[config.mk]
export PLATFORM = sky130hd
export DESIGN_NAME = adc_cmp_monitor
export DESIGN_NICKNAME = d
export VERILOG_FILES = /design/src/rtl/adcmon_pkg.sv /design/src/rtl/adcmon_cmp.sv /design/src/rtl/adcmon_run_ctr.sv /design/src/rtl/adc_cmp_monitor.sv
export SDC_FILE = /design/constraint.sdc
export NUM_CORES = 1
export LEC_CHECK = 0
export ABC_AREA = 1
export BUFFER_PORTS_ARGS = -buffer_cell sky130_fd_sc_hd__buf_2
export CAP_MARGIN = 5
export CORE_ASPECT_RATIO = 1.1
export CORE_UTILIZATION = 42
export CTS_BUF_LIST = sky130_fd_sc_hd__clkbuf_8
export DETAILED_ROUTE_END_ITERATION = 7
export GPL_TIMING_DRIVEN = 1
export PLACE_DENSITY = 0.71
export SETUP_SLACK_MARGIN = 0.15
export SLEW_MARGIN = 5
export SYNTH_ARGS = -nofsm -noshare
export SYNTH_HDL_FRONTEND = slang
export SYNTH_HIERARCHICAL = 1
export SYNTH_SLANG_ARGS = --single-unit
[constraint.sdc]
create_clock -name clk -period 4.62 [get_ports clk]
set_clock_uncertainty 0.15 [all_clocks]
set_input_delay 0.231 -clock clk [delete_from_list [all_inputs] [get_ports clk]]
set_output_delay 0.231 -clock clk [all_outputs]
set_load 0.01 [all_outputs]
[src/rtl/adcmon_pkg.sv]
package adcmon_pkg;

  // Comparison condition selected per monitor
  typedef enum logic {
    CMP_BELOW = 1'b0,
    CMP_AT_OR_ABOVE = 1'b1
  } adcmon_cond_e;

endpackage

[src/rtl/adcmon_cmp.sv]
module adcmon_cmp
  import adcmon_pkg::*;
#(
  parameter int CH_W   = 6,
  parameter int DATA_W = 12
) (
  input  logic              res_valid,
  input  logic [CH_W-1:0]   res_chan,
  input  logic [DATA_W-1:0] res_data,
  input  logic              en,
  input  logic [CH_W-1:0]   sel_chan,
  input  logic [DATA_W-1:0] thresh,
  input  logic              ge,
  output logic              hit,
  output logic              pass
);

  // Threshold test for one result
  function automatic logic test_result(input logic [DATA_W-1:0] value,
                                       input logic [DATA_W-1:0] limit,
                                       input adcmon_cond_e cond);
    if (cond == CMP_AT_OR_ABOVE) return value >= limit;
    return value < limit;
  endfunction

  adcmon_cond_e cond;

  always_comb begin
    cond = adcmon_cond_e'(ge);
    hit  = res_valid && en && (res_chan == sel_chan);
    pass = test_result(res_data, thresh, cond);
  end

endmodule

[src/rtl/adcmon_run_ctr.sv]
module adcmon_run_ctr #(
  parameter int MCNT_W = 4
) (
  input  logic              clk,
  input  logic              rst_n,
  input  logic              en,
  input  logic              hit,
  input  logic              pass,
  input  logic [MCNT_W-1:0] mcnt,
  input  logic              clr,
  output logic              flag
);

  localparam int RUN_W = MCNT_W + 1;

  // Next run length: saturates at the required length, clears on a fail
  function automatic logic [RUN_W-1:0] next_run(input logic [RUN_W-1:0] cur,
                                                input logic [RUN_W-1:0] req,
                                                input logic ok);
    if (!ok) return '0;
    if (cur >= req) return req;
    return cur + 1'b1;
  endfunction

  logic [RUN_W-1:0] run_q;
  logic [RUN_W-1:0] run_nxt;
  logic [RUN_W-1:0] need;
  logic             set_evt;
  logic             flag_q;

  always_comb begin
    need    = {1'b0, mcnt} + 1'b1;
    run_nxt = next_run(run_q, need, pass);
    set_evt = hit && pass && (run_nxt == need);
  end

  always_ff @(posedge clk) begin
    if (!rst_n) begin
      run_q <= '0;
    end else if (!en) begin
      run_q <= '0;
    end else if (hit) begin
      run_q <= run_nxt;
    end
  end

  always_ff @(posedge clk) begin
    if (!rst_n) begin
      flag_q <= 1'b0;
    end else if (set_evt) begin
      flag_q <= 1'b1;
    end else if (clr) begin
      flag_q <= 1'b0;
    end
  end

  assign flag = flag_q;


  fail_clears_run_chk: assert property (@(posedge clk) disable iff (!rst_n)
    (hit && !pass) |=> (run_q == '0));


  pass_grows_run_chk: assert property (@(posedge clk) disable iff (!rst_n)
    (hit && pass && (run_q < need)) |=> (run_q == $past(run_q) + 1'b1));


  disabled_run_zero_chk: assert property (@(posedge clk) disable iff (!rst_n)
    !en |=> (run_q == '0));


  no_hit_holds_run_chk: assert property (@(posedge clk) disable iff (!rst_n)
    (en && !hit) |=> $stable(run_q));


  flag_sticky_chk: assert property (@(posedge clk) disable iff (!rst_n)
    (flag_q && !clr) |=> flag_q);


  flag_rise_cause_chk: assert property (@(posedge clk) disable iff (!rst_n)
    $rose(flag_q) |-> $past(hit && pass));


  run_bounded_chk: assert property (@(posedge clk) disable iff (!rst_n)
    (hit && pass) |=> (run_q <= $past(need)));

endmodule

[src/rtl/adc_cmp_monitor.sv]
module adc_cmp_monitor #(
  parameter int NUM_MON = 2,
  parameter int CH_W    = 6,
  parameter int DATA_W  = 12,
  parameter int MCNT_W  = 4
) (
  input  logic                      clk,
  input  logic                      rst_n,
  input  logic                      res_valid,
  input  logic [CH_W-1:0]           res_chan,
  input  logic [DATA_W-1:0]         res_data,
  input  logic [NUM_MON-1:0]        cfg_en,
  input  logic [NUM_MON-1:0]        cfg_ge,
  input  logic [NUM_MON-1:0]        cfg_ie,
  input  logic [NUM_MON*CH_W-1:0]   cfg_chan,
  input  logic [NUM_MON*DATA_W-1:0] cfg_thresh,
  input  logic [NUM_MON*MCNT_W-1:0] cfg_mcnt,
  input  logic [NUM_MON-1:0]        flag_clr,
  output logic [NUM_MON-1:0]        cmp_flag,
  output logic                      irq
);

  logic [NUM_MON-1:0] mon_hit;
  logic [NUM_MON-1:0] mon_pass;

  for (genvar m = 0; m < NUM_MON; m++) begin : g_mon
    adcmon_cmp #(
      .CH_W  (CH_W),
      .DATA_W(DATA_W)
    ) u_cmp (
      .res_valid(res_valid),
      .res_chan (res_chan),
      .res_data (res_data),
      .en       (cfg_en[m]),
      .sel_chan (cfg_chan[m*CH_W +: CH_W]),
      .thresh   (cfg_thresh[m*DATA_W +: DATA_W]),
      .ge       (cfg_ge[m]),
      .hit      (mon_hit[m]),
      .pass     (mon_pass[m])
    );

    adcmon_run_ctr #(
      .MCNT_W(MCNT_W)
    ) u_run (
      .clk  (clk),
      .rst_n(rst_n),
      .en   (cfg_en[m]),
      .hit  (mon_hit[m]),
      .pass (mon_pass[m]),
      .mcnt (cfg_mcnt[m*MCNT_W +: MCNT_W]),
      .clr  (flag_clr[m]),
      .flag (cmp_flag[m])
    );
  end

  assign irq = |(cmp_flag & cfg_ie);


  irq_needs_flag_chk: assert property (@(posedge clk) disable iff (!rst_n)
    irq |-> (cmp_flag != '0));


  hit_needs_valid_chk: assert property (@(posedge clk) disable iff (!rst_n)
    (mon_hit != '0) |-> res_valid);

endmodule

; Word-level counts from Yosys, hierarchy flattened
; Cells that the tools add are included.
[totals]
reg_bits = 12
in_bits = 73
word_cells = 54
[classes]
n_eq_ne = 4
add_sub_neg = 4
n_mux = 22
n_lt_le_gt_ge = 6
n_bitwise = 1
reduce_logical = 13
[op_table]
columns = operator, count
row1 = 2-to-1 mux 5 bit, 8
row2 = greater-or-equal comparator 12 bit, 2
row3 = < comparator 12 bit, 2
row4 = 2-to-1 mux 1 bit, 14
row5 = == test 6 bit, 2
row6 = "adder 4 x 1 -> 5 bit, second input constant", 2
row7 = "adder 5 x 1 -> 5 bit, second input constant", 2
row8 = == test 5 bit, 2
row9 = greater-or-equal comparator 5 bit, 2
row10 = logical AND 1 bit, 8
row11 = AND reduction 2 bit, 2
row12 = nonzero test 2 bit, 2
row13 = bitwise AND 2 bit, 1
row14 = OR reduction 2 bit, 1

; Depth between registers and ports, before layout
; Gate-level depths: netlist (run 1).
[depth]
word_depth = 10
mapped_depth = 20
depth_no_buf = 20

; By module
; The synthesis (run 1) kept the hierarchy.
[modules_own_cells]
columns = module, cells_each, instances, seq_area_each_um2, area_per_inst_um2
row1 = adcmon_run_ctr, 112, 2, 120.1, 696.9
row2 = adcmon_cmp at g_mon[1].u_cmp, 79, 1, 0.0, 471.7
row3 = adcmon_cmp at g_mon[0].u_cmp, 79, 1, 0.0, 469.2
row4 = adc_cmp_monitor, 3, 1, 0.0, 11.3

; Least setup slack after synthesis (run 1)
; Ideal clock, no wire load.
[synth_path]
kind = input to register
from = input port cfg_mcnt[0]
to = register g_mon[0].u_run.flag_q
required_time_ns = 4.404
path_stages = 16
slack_ns = 2.667
t_arrival_ns = 1.737
n_path_buf = 0
path_cell_list = ha_1 inv_1 ha_1 nand2_1 nand2_1 nor2_2 nand2_2 nand3_4 nand2_4 nand2_1 nand3_2 nand2_1 nand2_1 nor2_1 nand3_1 a21oi_2
[synth_between]
elab_chain_len = 9
word_cells_on_any_way = 11
[synth_lines]
columns = item, line_no
row1 = "start, declared", adc_cmp_monitor.sv:17  ; input logic [NUM_MON*MCNT_W-1:0] cfg_mcnt,
row2 = adder 4 x 1 -> 5 bit (*), adcmon_run_ctr.sv:32  ; need = {1'b0, mcnt} + 1'b1;
row3 = greater-or-equal comparator 5 bit, adcmon_run_ctr.sv:21  ; if (cur >= req) return req;
row4 = 2-to-1 mux 1 bit (2 in series), adcmon_run_ctr.sv:21
row5 = 2-to-1 mux 5 bit, adcmon_run_ctr.sv:22  ; return cur + 1'b1;
row6 = 2-to-1 mux 5 bit, adcmon_run_ctr.sv:21
row7 = == test 5 bit (*), adcmon_run_ctr.sv:34  ; set_evt = hit && pass && (run_nxt == need);
row8 = logical AND 1 bit (*), adcmon_run_ctr.sv:34
row9 = 2-to-1 mux 1 bit / nonzero test 2 bit (equally long branches), n/a
row10 = "end signal, assigned", adcmon_run_ctr.sv:49  ; flag_q <= 1'b0;
row11 = "end signal, assigned", adcmon_run_ctr.sv:51  ; flag_q <= 1'b1;
row12 = "end signal, assigned", adcmon_run_ctr.sv:53  ; flag_q <= 1'b0;
row13 = "end, declared", adcmon_run_ctr.sv:29  ; logic flag_q;
; Every way passes the cells marked *; elsewhere a longest branch is shown, timed or not. The select of a mux whose other input is x is not followed.
; A chain may end at the register's enable or synchronous reset.

; Worst setup path after layout (run 1)
[layout_path]
from = register g_mon[1].u_run.run_q[0]
to = register g_mon[1].u_run.flag_q
[layout_between]
elab_chain_len = 8
word_cells_on_any_way = 11
[layout_lines]
columns = item, line_no
row1 = "start, declared", adcmon_run_ctr.sv:25  ; logic [RUN_W-1:0] run_q;
row2 = "start signal, assigned", adcmon_run_ctr.sv:43  ; run_q <= run_nxt;
row3 = greater-or-equal comparator 5 bit, adcmon_run_ctr.sv:21
row4 = 2-to-1 mux 1 bit (2 in series), adcmon_run_ctr.sv:21
row5 = 2-to-1 mux 5 bit (*), adcmon_run_ctr.sv:22
row6 = 2-to-1 mux 5 bit (*), adcmon_run_ctr.sv:21
row7 = == test 5 bit (*), adcmon_run_ctr.sv:34
row8 = logical AND 1 bit (*), adcmon_run_ctr.sv:34
row9 = 2-to-1 mux 1 bit / nonzero test 2 bit (equally long branches), n/a
row10 = "end signal, assigned", adcmon_run_ctr.sv:49
row11 = "end signal, assigned", adcmon_run_ctr.sv:51
row12 = "end signal, assigned", adcmon_run_ctr.sv:53
row13 = "end, declared", adcmon_run_ctr.sv:29
; Marked as above.

==> impl_summary.txt, run 1 <==
----------------------------------------------------
[Cells and area]
  Final std cells w/o fill ... approximately 540
  Number of diodes added for antenna fixing ... 0
  Layout cell share with drive strength beyond 1 ... 27.11%
  Area growth, synth to finish ... 21.71%
  Final instance area ... 2855 um2
  Filler cell count ... between 500 and 600
  Final design utilization ... 52.92%
  NumNets Final ... around 570

[Logic synthesis]
  Number of nets in the synthesized netlist ... 492
  Mapped Area ... 2346 um2
  Number of synthesis warnings ... 6
  Biggest area consumer among synthesized cells ... ha_1
  Post-Syn Instances ... around 390
  Largest cells by area after synthesis ... ha_1 18%, nand2_1 16%, inv_1 13%
  Netlist cell types ... 27
  Synth top area share ... 18.13%
  Seq/Total Area, Yosys ... 10.24%
  Mean cell area of the mapped netlist ... 6.094 um2
  Yosys reg bits ... 12

[CTS]
  Postcts setup bufs ... 0
  Number of buffers created by CTS ... 3
  Clock buffer depth ... 2
  Count of hold buffers inserted by post-cts repair ... 0
  Post-CTS sizing ... 0
  Clock-pin slew on the worst setup and hold paths ... 0.05 ns
  Worst-skew pair later-pin latency ... 0.24 ns
  H-tree levels ... 1
  TritonCTS clock tree ... yes
  Clock tree root buffer cell ... clkbuf_8
  Number of clock sinks seen by CTS ... 12

[Critical path]
  Length in cells of the worst reg-to-reg path ... 17
  Cell with the largest stage delay on the worst path ... dfxtp_1
  Endpoint of the worst register-to-register path ... g_mon[1].u_run/flag
  Critical path endpoint ... g_mon[1].u_run/flag
  Maximum single-stage delay on the critical path ... between 0.3 and 0.4 ns
  Ordered list of cells on the worst path ... inv_1 > ha_1 > inv_1 > nand2_1 > nand2_1 > nand2_1 > nor2_2 > nand2_2 > nand3_4 > nand2_4 > nand2_1 > nand3_2 > nand2_1 > nand2_1 > nor2_1 > nand3_1 > a21oi_2
  Worst reg2reg path startpoint ... g_mon[1].u_run/run_q[0]
  Most Frequent Cell on Critical Path ... nand2_1
  Critical path class ... reg -> reg
  CP Data Arrival Time ... roughly 2.2 ns
  Slack of the worst reg-to-reg path ... approximately 2.5 ns
  Startpoint type of the worst setup path ... register
  Launch point of the worst path ... g_mon[1].u_run/run_q[0]
  Largest fanout on the critical path ... 5
  Setup crit end kind ... register
  Worst Path Required ... 4.65 ns

[Timing]
  Relative slew slack ... approximately two fifths
  Transition time at the pin with the least slew margin ... 0.8961 ns
  Count of pins over their slew limit ... 0
  WHS ... approximately 0.094 ns
  Post-layout worst setup margin ... about 2.5 ns
  Number of hold-slack violations in the final timing report ... 0
  Post-layout minimum cycle time ... ~2.1 ns
  Setup repair after global routing missed its margin ... no
  Post-route fraction of the period consumed by the critical path ... 46.09%
  Post-Route Setup TNS ... 0 ns
  Max Freq ... 469.6 MHz
  Count of endpoints failing setup in the final report ... 0

[Power and ir drop]
  Comb power frac ... 46.0%
  Leakage power ... 1.680 nW
  Clock network power share ... ~28%
  Worst vdd ir ... between 90 and 100 uV
  Pwr/cell area ... 141.9 nW/um2
  Net switching power of the design ... 0.1476 mW
  Reg power frac ... between 20% and 30%
  Internal cell power ... between 0.2 and 0.3 mW
  Tot Pwr ... approximately 0.41 mW
  Fraction of power spent switching nets ... roughly 36%

[Global routing]
  Initial antenna violation count ... 0
  Grt total ovfl ... 0
  First-pass GRT wire length ... 8901 um
  Vias in the first global route ... 2229
  Pin count of the biggest net entering global routing ... 12
  GR Util All Layers ... 18.34%

[Floorplanning]
  Initial cell density of the core ... 43.48%
  Core region area ... 5395 um2
  Count of pins on the block boundary ... 76
  Die footprint ... 5889 um2
  Floorplan die height ... 80.39 um
  Die X-Extent ... between 70 and 80 um
  Core Rows ... 28

[Placement]
  Final GP Congestion ... between 0.8 and 0.9
  Number of placed cells counting well taps ... between 500 and 600
  PortBufs ... 75
  Post-placement worst setup slack ... roughly 2.3 ns
  Half-perimeter wire length after detailed placement ... 4431 um
  Placed cell area ... 2800 um2

[Route]
  Overall via count from detail_route ... roughly 2500
  Number of iterations in the first detailed-routing pass ... 6
  Per-cell routed wire length ... 9.362 um
  Drc violations ... 0
  1st-iter DRT viols ... 118
  Final wirelength ... 5018 um
  Vias per cell ... 4.631
  ANT nets after route ... 0

[Hold path]
  Kind of path behind the tightest hold check ... in -> reg

[Job]
  Max capacitance violation total ... 0

[Status]
  Run status ... finished clean

----------------------------------------------------
synthesized netlist by cell type:
cell type and number:
xnor2_1 14, o21bai_1 4, a21oi_1 18, nor2_2 4
inv_4 2, nand2_1 102, nor2_4 2, inv_1 84
nand2_4 2, xor2_1 4, nand2_2 15, buf_4 2
o21ai_0 10, nor2_1 10, and2_4 2, nand3_2 8
o211ai_1 2, nand3_1 20, dfxtp_1 12, clkinv_1 2
clkbuf_1 2, nand3_4 2, ha_1 34, nand4_1 18
nor3_1 2, a21oi_2 2, inv_2 6
sequential cells by signal, summed over array words and instances, names as in the netlist:
signal	cells
g_mon.u_run/run_q	10
g_mon.u_run/flag	2
how the worst min path moves through the flow:
stage | start | to | slack, ns | depth (start not counted)
CTS | rst_n | g_mon[0].u_run/flag | 0.09 | 3
global placement | g_mon[0].u_run/flag | g_mon[0].u_run/flag | 0.33 | 2
finish | rst_n | g_mon[0].u_run/flag | 0.09 | 3
global route | rst_n | g_mon[1].u_run/flag | 0.10 | 3
floorplan | rst_n | g_mon[0].u_run/flag | 0.20 | 2
detailed placement | g_mon[0].u_run/flag | g_mon[0].u_run/flag | 0.33 | 2
critical path: cells and delay by family, from the launching register on:
family,cells,cell delay (ns)
AO/OA/AOI/OAI,1,0.11
adder cells (fa/ha/maj),1,0.27
buffers and inverters,2,0.13
flip-flops,1,0.39
AND/OR/NAND/NOR,13,1.00
cell type report:
cell class                      count  area (um2)  area share [%]
Clock buffer                        4       55.05           1.928
Inverter                           94       357.8           12.53
Tap cell                           75       93.84           3.287
Timing Repair Buffer               76       382.9           13.41
Sequential cell                    12       240.2           8.414
Multi-Input combinational cell    275        1725           60.43
layout by cell type, fill, tap and decap left out, types with 4 or more instances in the layout:
| cell type | netlist | layout |
|---|---|---|
| inv_1 | 84 | 84 |
| dfxtp_1 | 12 | 12 |
| nand3_1 | 20 | 20 |
| o21ai_0 | 10 | 10 |
| inv_2 | 6 | 6 |
| clkbuf_8 | 0 | 4 |
| nand4_1 | 18 | 18 |
| nor2_2 | 4 | 4 |
| nand2_2 | 15 | 15 |
| xnor2_1 | 14 | 14 |
| a21oi_1 | 18 | 18 |
| o21bai_1 | 4 | 4 |
| buf_2 | 0 | 75 |
| nand2_1 | 102 | 102 |
| xor2_1 | 4 | 4 |
| nand3_2 | 8 | 8 |
| nor2_1 | 10 | 10 |
| ha_1 | 34 | 34 |
cells by family after synthesis:
kind of cell,share of synthesized area (%)
fa+ha+maj,18.13
flops,10.24
buf+inv,16.21
xor+xnor,6.720
simple gates,40.05
compound gates,8.640
power by group through the flow:
stage / Combinational (mW) / Sequential [mW] / Clock [mW]
after global routing: 0.216 / 0.104 / 0.122
after detailed placement: 0.186 / 0.106 / 0
after global placement: 0.184 / 0.106 / 0
after floorplan: 0.127 / 0.106 / 0
after CTS: 0.188 / 0.104 / 0.117
final: 0.186 / 0.104 / 0.115
layer usage:
metal	vias to the layer above	GRT usage, %	wire length [um]
met4	0	1.961	0
met2	95	32.69	2213
met5	-	0	0
met1	1024	23.64	2369
li1	1363	-	-
met3	0	2.760	435
No activity file was read; power rests on OpenSTA's default activity.
==> inputs of run 2 (changes only) <==
- clock period: 4.62 -> 2.07 ns (I/O delays scaled with it)
==> run 2 against run 1 <==
Effect of this change:
- first-iteration DRC count up 5.9%
- die area unchanged
- count of clock-buffer cells in the layout unchanged
- critical endpoint is now g_mon[0].u_run/flag
- sequential power up 120%
- global-route usage up 0.69 points
- power up 140%
- register-to-register slack worse by 2.4 ns
- clock power up 120%
- setup slack worse by 2.4 ns
- largest power group unchanged
==> impl_summary.txt, run 2 (synthesis gave the netlist of run 1 again) <==
----------------------------------------------------
[Timing]
  Relative slew slack ... 77.75% (+38 points)
  Post-route fraction of the period consumed by the critical path ... 96.03% (+50 points)
  Number of hold-slack violations in the final timing report ... 0 (unchanged)
  Setup repair after global routing missed its margin ... yes
  Post-layout minimum cycle time ... 1.988 ns (-0.1414 ns)
  Count of pins over their slew limit ... 0 (unchanged)
  Transition time at the pin with the least slew margin ... 0.3314 ns (-0.5646 ns)
  WHS ... 0.1004 ns (+0.006104 ns)
  Count of endpoints failing setup in the final report ... 0 (unchanged)
  Max Freq ... 503.1 MHz (+7.1%)

[Critical path]
  CP Data Arrival Time ... 2.01 ns (-0.15 ns)
  Setup crit end kind ... register
  Number of buffers and inverters on the critical path ... 2 (unchanged)
  Cell family with the largest share of critical-path delay ... simple AND/OR/NAND/NOR gates
  Endpoint of the worst register-to-register path ... g_mon[0].u_run/flag
  Most Frequent Cell on Critical Path ... nand2_2
  Worst Path Required ... 2.10 ns (-2.55 ns)
  Number of gates on the worst path with buffers counted ... 17 (unchanged)
  Cell with the largest stage delay on the worst path ... dfxtp_2
  Ordered list of cells on the worst path ... inv_2 > ha_4 > inv_2 > nand2_1 > nand2_1 > nand2_1 > nor2_2 > nand2_2 > nand3_4 > nand2_4 > nand2_2 > nand3_2 > nand2_2 > nand2_2 > nor2_2 > nand3_2 > a21oi_2
  Largest fanout on the critical path ... 5 (unchanged)
  Worst reg2reg path startpoint ... g_mon[0].u_run/run_q[0]
  Maximum single-stage delay on the critical path ... 0.33 ns (-0.06 ns)
  Critical path endpoint ... g_mon[0].u_run/flag
  Startpoint type of the worst setup path ... register
  Slack of the worst reg-to-reg path ... 0.08 ns (-2.41 ns)
  Length in cells of the worst reg-to-reg path ... 17 (unchanged)
  Launch point of the worst path ... g_mon[0].u_run/run_q[0]
  Critical path class ... reg -> reg

[Route]
  Drc violations ... 0 (unchanged)
  Final wirelength ... 5561 um (+11%)
  Vias per cell ... 4.653 (+0.48%)
  Number of iterations in the first detailed-routing pass ... 4 (-2)
  Overall via count from detail_route ... 2615 (+5.4%)
  ANT nets after route ... 0 (unchanged)
  Per-cell routed wire length ... 9.895 um (+5.7%)
  1st-iter DRT viols ... 125 (+5.9%)

[Power and ir drop]
  Comb power frac ... 49.5% (+3.5 points)
  Clock network power share ... 26.3% (-2.1 points)
  Internal cell power ... 0.6196 mW (+140%)
  Fraction of power spent switching nets ... 35.63% (-0.78 points)
  Reg power frac ... 24.1% (-1.6 points)
  Worst vdd ir ... 179.6 uV (+82%)
  Leakage power ... 1.810 nW (+7.8%)
  Pwr/cell area ... 308.5 nW/um2 (+120%)
  Net switching power of the design ... 0.3431 mW (+130%)

[Global routing]
  Initial antenna violation count ... 0 (unchanged)
  GR Util All Layers ... 19.02% (+0.69 points)
  First-pass GRT wire length ... 9101 um (+2.2%)
  Vias in the first global route ... 2310 (+3.6%)
  Pin count of the biggest net entering global routing ... 12 (unchanged)
  Grt total ovfl ... 0 (unchanged)

[Placement]
  Half-perimeter wire length after detailed placement ... 4722 um (+6.6%)
  Final GP Congestion ... 0.9005 (+1.1%)
  PortBufs ... 75 (unchanged)

[CTS]
  Number of clock sinks seen by CTS ... 12 (unchanged)
  Clock buffer depth ... 2 (unchanged)
  TritonCTS clock tree ... yes
  H-tree levels ... 1 (unchanged)
  Clock-pin slew on the worst setup and hold paths ... 0.05 ns (about the same)
  Worst-skew pair later-pin latency ... 0.24 ns (about the same)
  Clock tree root buffer cell ... clkbuf_8
  Number of buffers created by CTS ... 3 (unchanged)

[Floorplanning]
  Die footprint ... 5889 um2 (unchanged)
  Count of pins on the block boundary ... 76 (unchanged)
  Core region area ... 5395 um2 (unchanged)
  Floorplan die height ... 80.39 um (unchanged)
  Core Rows ... 28 (unchanged)
  Die X-Extent ... 73.26 um (unchanged)
  Initial cell density of the core ... 43.48% (unchanged)

[Cells and area]
  NumNets Final ... 595 (+4.6%)
  Commonest non-fill, non-tap cell in the layout ... nand2_1
  Layout cell share with drive strength beyond 1 ... 33.68% (+6.6 points)
  Area growth, synth to finish ... 33.01%
  Final design utilization ... 57.84% (+4.9 points)
  Number of diodes added for antenna fixing ... 0 (unchanged)
  Top reg by flops ... g_mon.u_run/run_q
  Largest register FFs ... 10 (unchanged)
  Highest-count cells in the layout ignoring fill and taps ... 98 x nand2_1, 79 x inv_1, 75 x buf_2, 32 x ha_1, 23 x buf_4

[Hold path]
  Hold Path Cell Cnt ... 5 (+2)
  Kind of path behind the tightest hold check ... in -> reg

[Status]
  Run status ... finished clean

[Job]
  Max capacitance violation total ... 0 (unchanged)

----------------------------------------------------
-- run 2: changes by cell type in the layout (fill, tap and decap cells not counted), sizes merged --
cell | previous run | this run
buf | 76 | 99
dlygate4sd3 | 0 | 3
-- run 2: worst min-delay path, delay by kind of cell --
family,cells,cell delay (ns)
AO/OA/AOI/OAI,2,0.12
buffers and inverters,2,0.18
AND/OR/NAND/NOR,1,0.05
-- run 2: cell type report --
class                      count  area (um2)
tap                           75       93.84
inverter                      94       360.3
clock buffer                   4       55.05
multi-input combinational    275        1770
sequential                    12       242.7
timing repair buffer         102       598.1
fill                         529        2275
-- run 2: worst min path at each step --
stage	slack [ns]	endpoint	startpoint
after floorplan	0.08	g_mon[0].u_run/flag	rst_n
after global placement	0.22	g_mon[0].u_run/flag	rst_n
after detailed placement	0.22	g_mon[0].u_run/flag	flag_clr[0]
after CTS	0.1	g_mon[0].u_run/run_q[0]	cfg_en[0]
after global routing	0.14	g_mon[1].u_run/run_q[4]	cfg_en[1]
final	0.10	g_mon[0].u_run/run_q[0]	cfg_en[0]
-- run 2: metrics by stage --
stage | worst slack, ns | power (mW) | area [um2] | setup TNS, ns | std cells
after floorplan | 0.1910 | 0.5208 | 2346 | 0 | 385
after global placement | 0.003203 | 0.6847 | 2970 | 0 | 553
after detailed placement | -0.02850 | 0.6956 | 2970 | -0.02850 | 553
after CTS | 0.1384 | 0.9544 | 3060 | 0 | 560
after global routing | -0.06416 | 1.039 | 3120 | -0.06416 | 562
final | 0.08218 | 0.9627 | 3120 | 0 | 562
-- run 2: repair_timing --
| action | in CTS | in global routing |
|---|---|---|
| endpoints found under the setup margin | 2 | 5 |
| pin swaps | 5 | 18 |
| hold endpoints to repair | 2 | 0 |
| setup buffers | 0 | 2 |
| resized for setup | 3 | 14 |
| hold buffers | 3 | 0 |
-- run 2: power by group through the flow --
| stage | sequential, mW | combinational [mW] | clock [mW] |
|---|---|---|---|
| after floorplan | 0.237 | 0.284 | 0 |
| after global placement | 0.237 | 0.448 | 0 |
| after detailed placement | 0.237 | 0.459 | 0 |
| after CTS | 0.232 | 0.466 | 0.256 |
| after global routing | 0.232 | 0.543 | 0.265 |
| final | 0.232 | 0.477 | 0.254 |
-- run 2: layer usage --
layer | GRT usage (%) | up-vias | share of wire (%)
met2 | 35.19 | 86 | 48
met1 | 23.35 | 1115 | 45
met3 | 2.509 | 6 | 6.1
li1 | - | 1408 | -
met4 | 2.941 | 0 | 0.77
met5 | 0 | - | 0
==> inputs of run 3 (changes only) <==
- CELL_PAD_IN_SITES_DETAIL_PLACEMENT: default -> 1
- CELL_PAD_IN_SITES_GLOBAL_PLACEMENT: default -> 1
- CORE_UTILIZATION: 42 -> 38
- PLACE_DENSITY: 0.71 -> 0.91
- clock period: 2.07 -> 2.5 ns (I/O delays scaled with it)
==> run 3 against run 2 <==
Effect of this change:
- power decreased by 23%
- sequential power decreased by 17%
- combinational power decreased by 23%
- count of clock-buffer cells in the layout decreased by 1
- cell count decreased by 3.7%
- non-clock buffer count decreased by 22
- via count increased by 1.3%
==> impl_summary.txt, run 3 (synthesis gave the netlist of run 1 again) <==
----------------------------------------------------
[Status]
  Run status ... finished clean

[Timing]
  Post-route fraction of the period consumed by the critical path ... 83.29% (-13 points)
  Count of endpoints failing setup in the final report ... 0 (unchanged)
  Number of hold-slack violations in the final timing report ... 0 (unchanged)
  Transition time at the pin with the least slew margin ... 0.3570 ns (+0.02558 ns)
  Post-Route Setup TNS ... 0 ns (unchanged)
  Post-layout minimum cycle time ... 2.082 ns (+0.09433 ns)
  Relative slew slack ... 76.17% (-1.6 points)
  Setup repair after global routing missed its margin ... no
  Max Freq ... 480.3 MHz (-4.5%)
  Count of pins over their slew limit ... 0 (unchanged)

[Cells and area]
  Number of diodes added for antenna fixing ... 0 (unchanged)
  Layout cell share with drive strength beyond 1 ... 27.59% (-6.1 points)
  Area growth, synth to finish ... 23.09%
  Commonest non-fill, non-tap cell in the layout ... nand2_1
  Largest register FFs ... 10 (unchanged)
  NumNets Final ... 573 (-3.7%)
  Top reg by flops ... g_mon.u_run/run_q
  Highest-count cells in the layout ignoring fill and taps ... 102 x nand2_1, 83 x inv_1, 75 x buf_2, 34 x ha_1, 20 x nand3_1

[Route]
  1st-iter DRT viols ... 77 (-38%)
  Per-cell routed wire length ... 12.54 um (+27%)
  Drc violations ... 0 (unchanged)
  ANT nets after route ... 0 (unchanged)
  Final wirelength ... 6783 um (+22%)
  Overall via count from detail_route ... 2650 (+1.3%)
  Vias per cell ... 4.898 (+5.3%)
  Number of iterations in the first detailed-routing pass ... 4 (unchanged)

[Global routing]
  Vias in the first global route ... 2833 (+23%)
  Grt total ovfl ... 0 (unchanged)
  First-pass GRT wire length ... 11940 um (+31%)
  GR Util All Layers ... 22.47% (+3.5 points)
  Initial antenna violation count ... 0 (unchanged)
  Pin count of the biggest net entering global routing ... 12 (unchanged)

[Placement]
  Final GP Congestion ... 0.8451 (-6.2%)
  Half-perimeter wire length after detailed placement ... 6120 um (+30%)
  PortBufs ... 75 (unchanged)

[Critical path]
  Largest fanout on the critical path ... 5 (unchanged)
  Startpoint type of the worst setup path ... register
  Critical path class ... reg -> reg
  Worst Path Required ... 2.53 ns (+0.43 ns)
  CP Data Arrival Time ... 2.12 ns (+0.11 ns)
  Setup crit end kind ... register

[Floorplanning]
  Initial cell density of the core ... 39.91% (-3.6 points)
  Die footprint ... 6492 um2 (+10%)
  Core Rows ... 29 (+3.6%)
  Floorplan die height ... 84.41 um (+5.0%)
  Core region area ... 5878 um2 (+9.0%)
  Die X-Extent ... 76.92 um (+5.0%)
  Count of pins on the block boundary ... 76 (unchanged)

[CTS]
  TritonCTS clock tree ... yes
  Clock buffer depth ... 2 (unchanged)
  Clock-pin slew on the worst setup and hold paths ... 0.05 ns (about the same)
  H-tree levels ... 1 (unchanged)
  Number of buffers created by CTS ... 3 (unchanged)
  Postcts setup bufs ... 0 (unchanged)
  Number of clock sinks seen by CTS ... 12 (unchanged)
  Clock tree root buffer cell ... clkbuf_8
  Worst-skew pair later-pin latency ... 0.24 ns (about the same)

[Power and ir drop]
  Worst vdd ir ... 208.6 uV (+16%)
  Pwr/cell area ... 255.7 nW/um2 (-17%)
  Leakage power ... 1.687 nW (-6.8%)
  Tot Pwr ... 0.7383 mW (-23%)

[Job]
  Max capacitance violation total ... 0 (unchanged)

[Hold path]
  Kind of path behind the tightest hold check ... in -> reg

----------------------------------------------------
==> run 3: routing by layer <==
layer  part of all wire, %  up-vias  track usage (%)
met2                    55       58            47.24
met1                    40     1220            22.89
li1                      -     1364                -
met3                   3.8        8            3.261
met4                  0.75        0            4.021
met5                     0        -                0
==> run 3: metrics by stage <==
| step | hold slack (ns) | cells | area (um2) | util (%) | setup slack, ns |
|---|---|---|---|---|---|
| 2_1_floorplan | 0.09654 | 385 | 2346 | - | 0.6210 |
| 3_3_place_gp | 0.2410 | 535 | 2810 | 47.81 | 0.3074 |
| 3_5_place_dp | 0.2420 | 535 | 2810 | 47.81 | 0.2099 |
| 4_1_cts | 0.1248 | 541 | 2882 | 49.02 | 0.3161 |
| 5_1_grt | 0.1423 | 541 | 2888 | 49.13 | 0.1622 |
| 6_report | 0.1300 | 541 | 2888 | 49.13 | 0.4178 |
==> run 3: path summary, 6_finish.rpt <==
path	start	to	slack [ns]	cells after the start
worst max register to register	g_mon[1].u_run/run_q[0]	g_mon[1].u_run/flag	0.42	17
worst min register to register	g_mon[0].u_run/flag	g_mon[0].u_run/flag	0.35	2
worst max-delay path	g_mon[1].u_run/run_q[0]	g_mon[1].u_run/flag	0.42	17
worst min-delay path	cfg_en[1]	g_mon[1].u_run/run_q[4]	0.13	5
==> run 3: final cells by class <==
class / count / area, um2
multi-input combinational: 275 / 1725
clock buffer: 3 / 41.29
sequential: 12 / 242.7
fill: 887 / 2990
inverter: 94 / 361.6
tap: 77 / 96.34
timing repair buffer: 80 / 420.4
==> run 3: what timing repair did <==
item / in CTS / in global routing
endpoints found under the hold margin: 2 / 0
setup endpoints to repair: 0 / 2
hold buffers: 3 / 0
gates resized for setup: 0 / 3
==> run 3: power by group <==
part / internal [mW] / switching [mW] / total, mW
sequential: 0.192 / 0.000505 / 0.192
combinational: 0.151 / 0.218 / 0.369
clock: 0.106 / 0.0705 / 0.177
total: 0.449 / 0.289 / 0.738
==> run 3: critical path, cell delays in order (launching register included) <==
cell	delay, ns
dfxtp_2	0.36
inv_1	0.07
ha_1	0.27
inv_1	0.05
nand2_1	0.04
nand2_1	0.05
nand2_1	0.06
nor2_2	0.11
nand2_2	0.07
nand3_4	0.09
nand2_4	0.09
nand2_1	0.08
nand3_2	0.07
nand2_1	0.07
nand2_1	0.07
nor2_1	0.12
nand3_1	0.09
a21oi_2	0.11
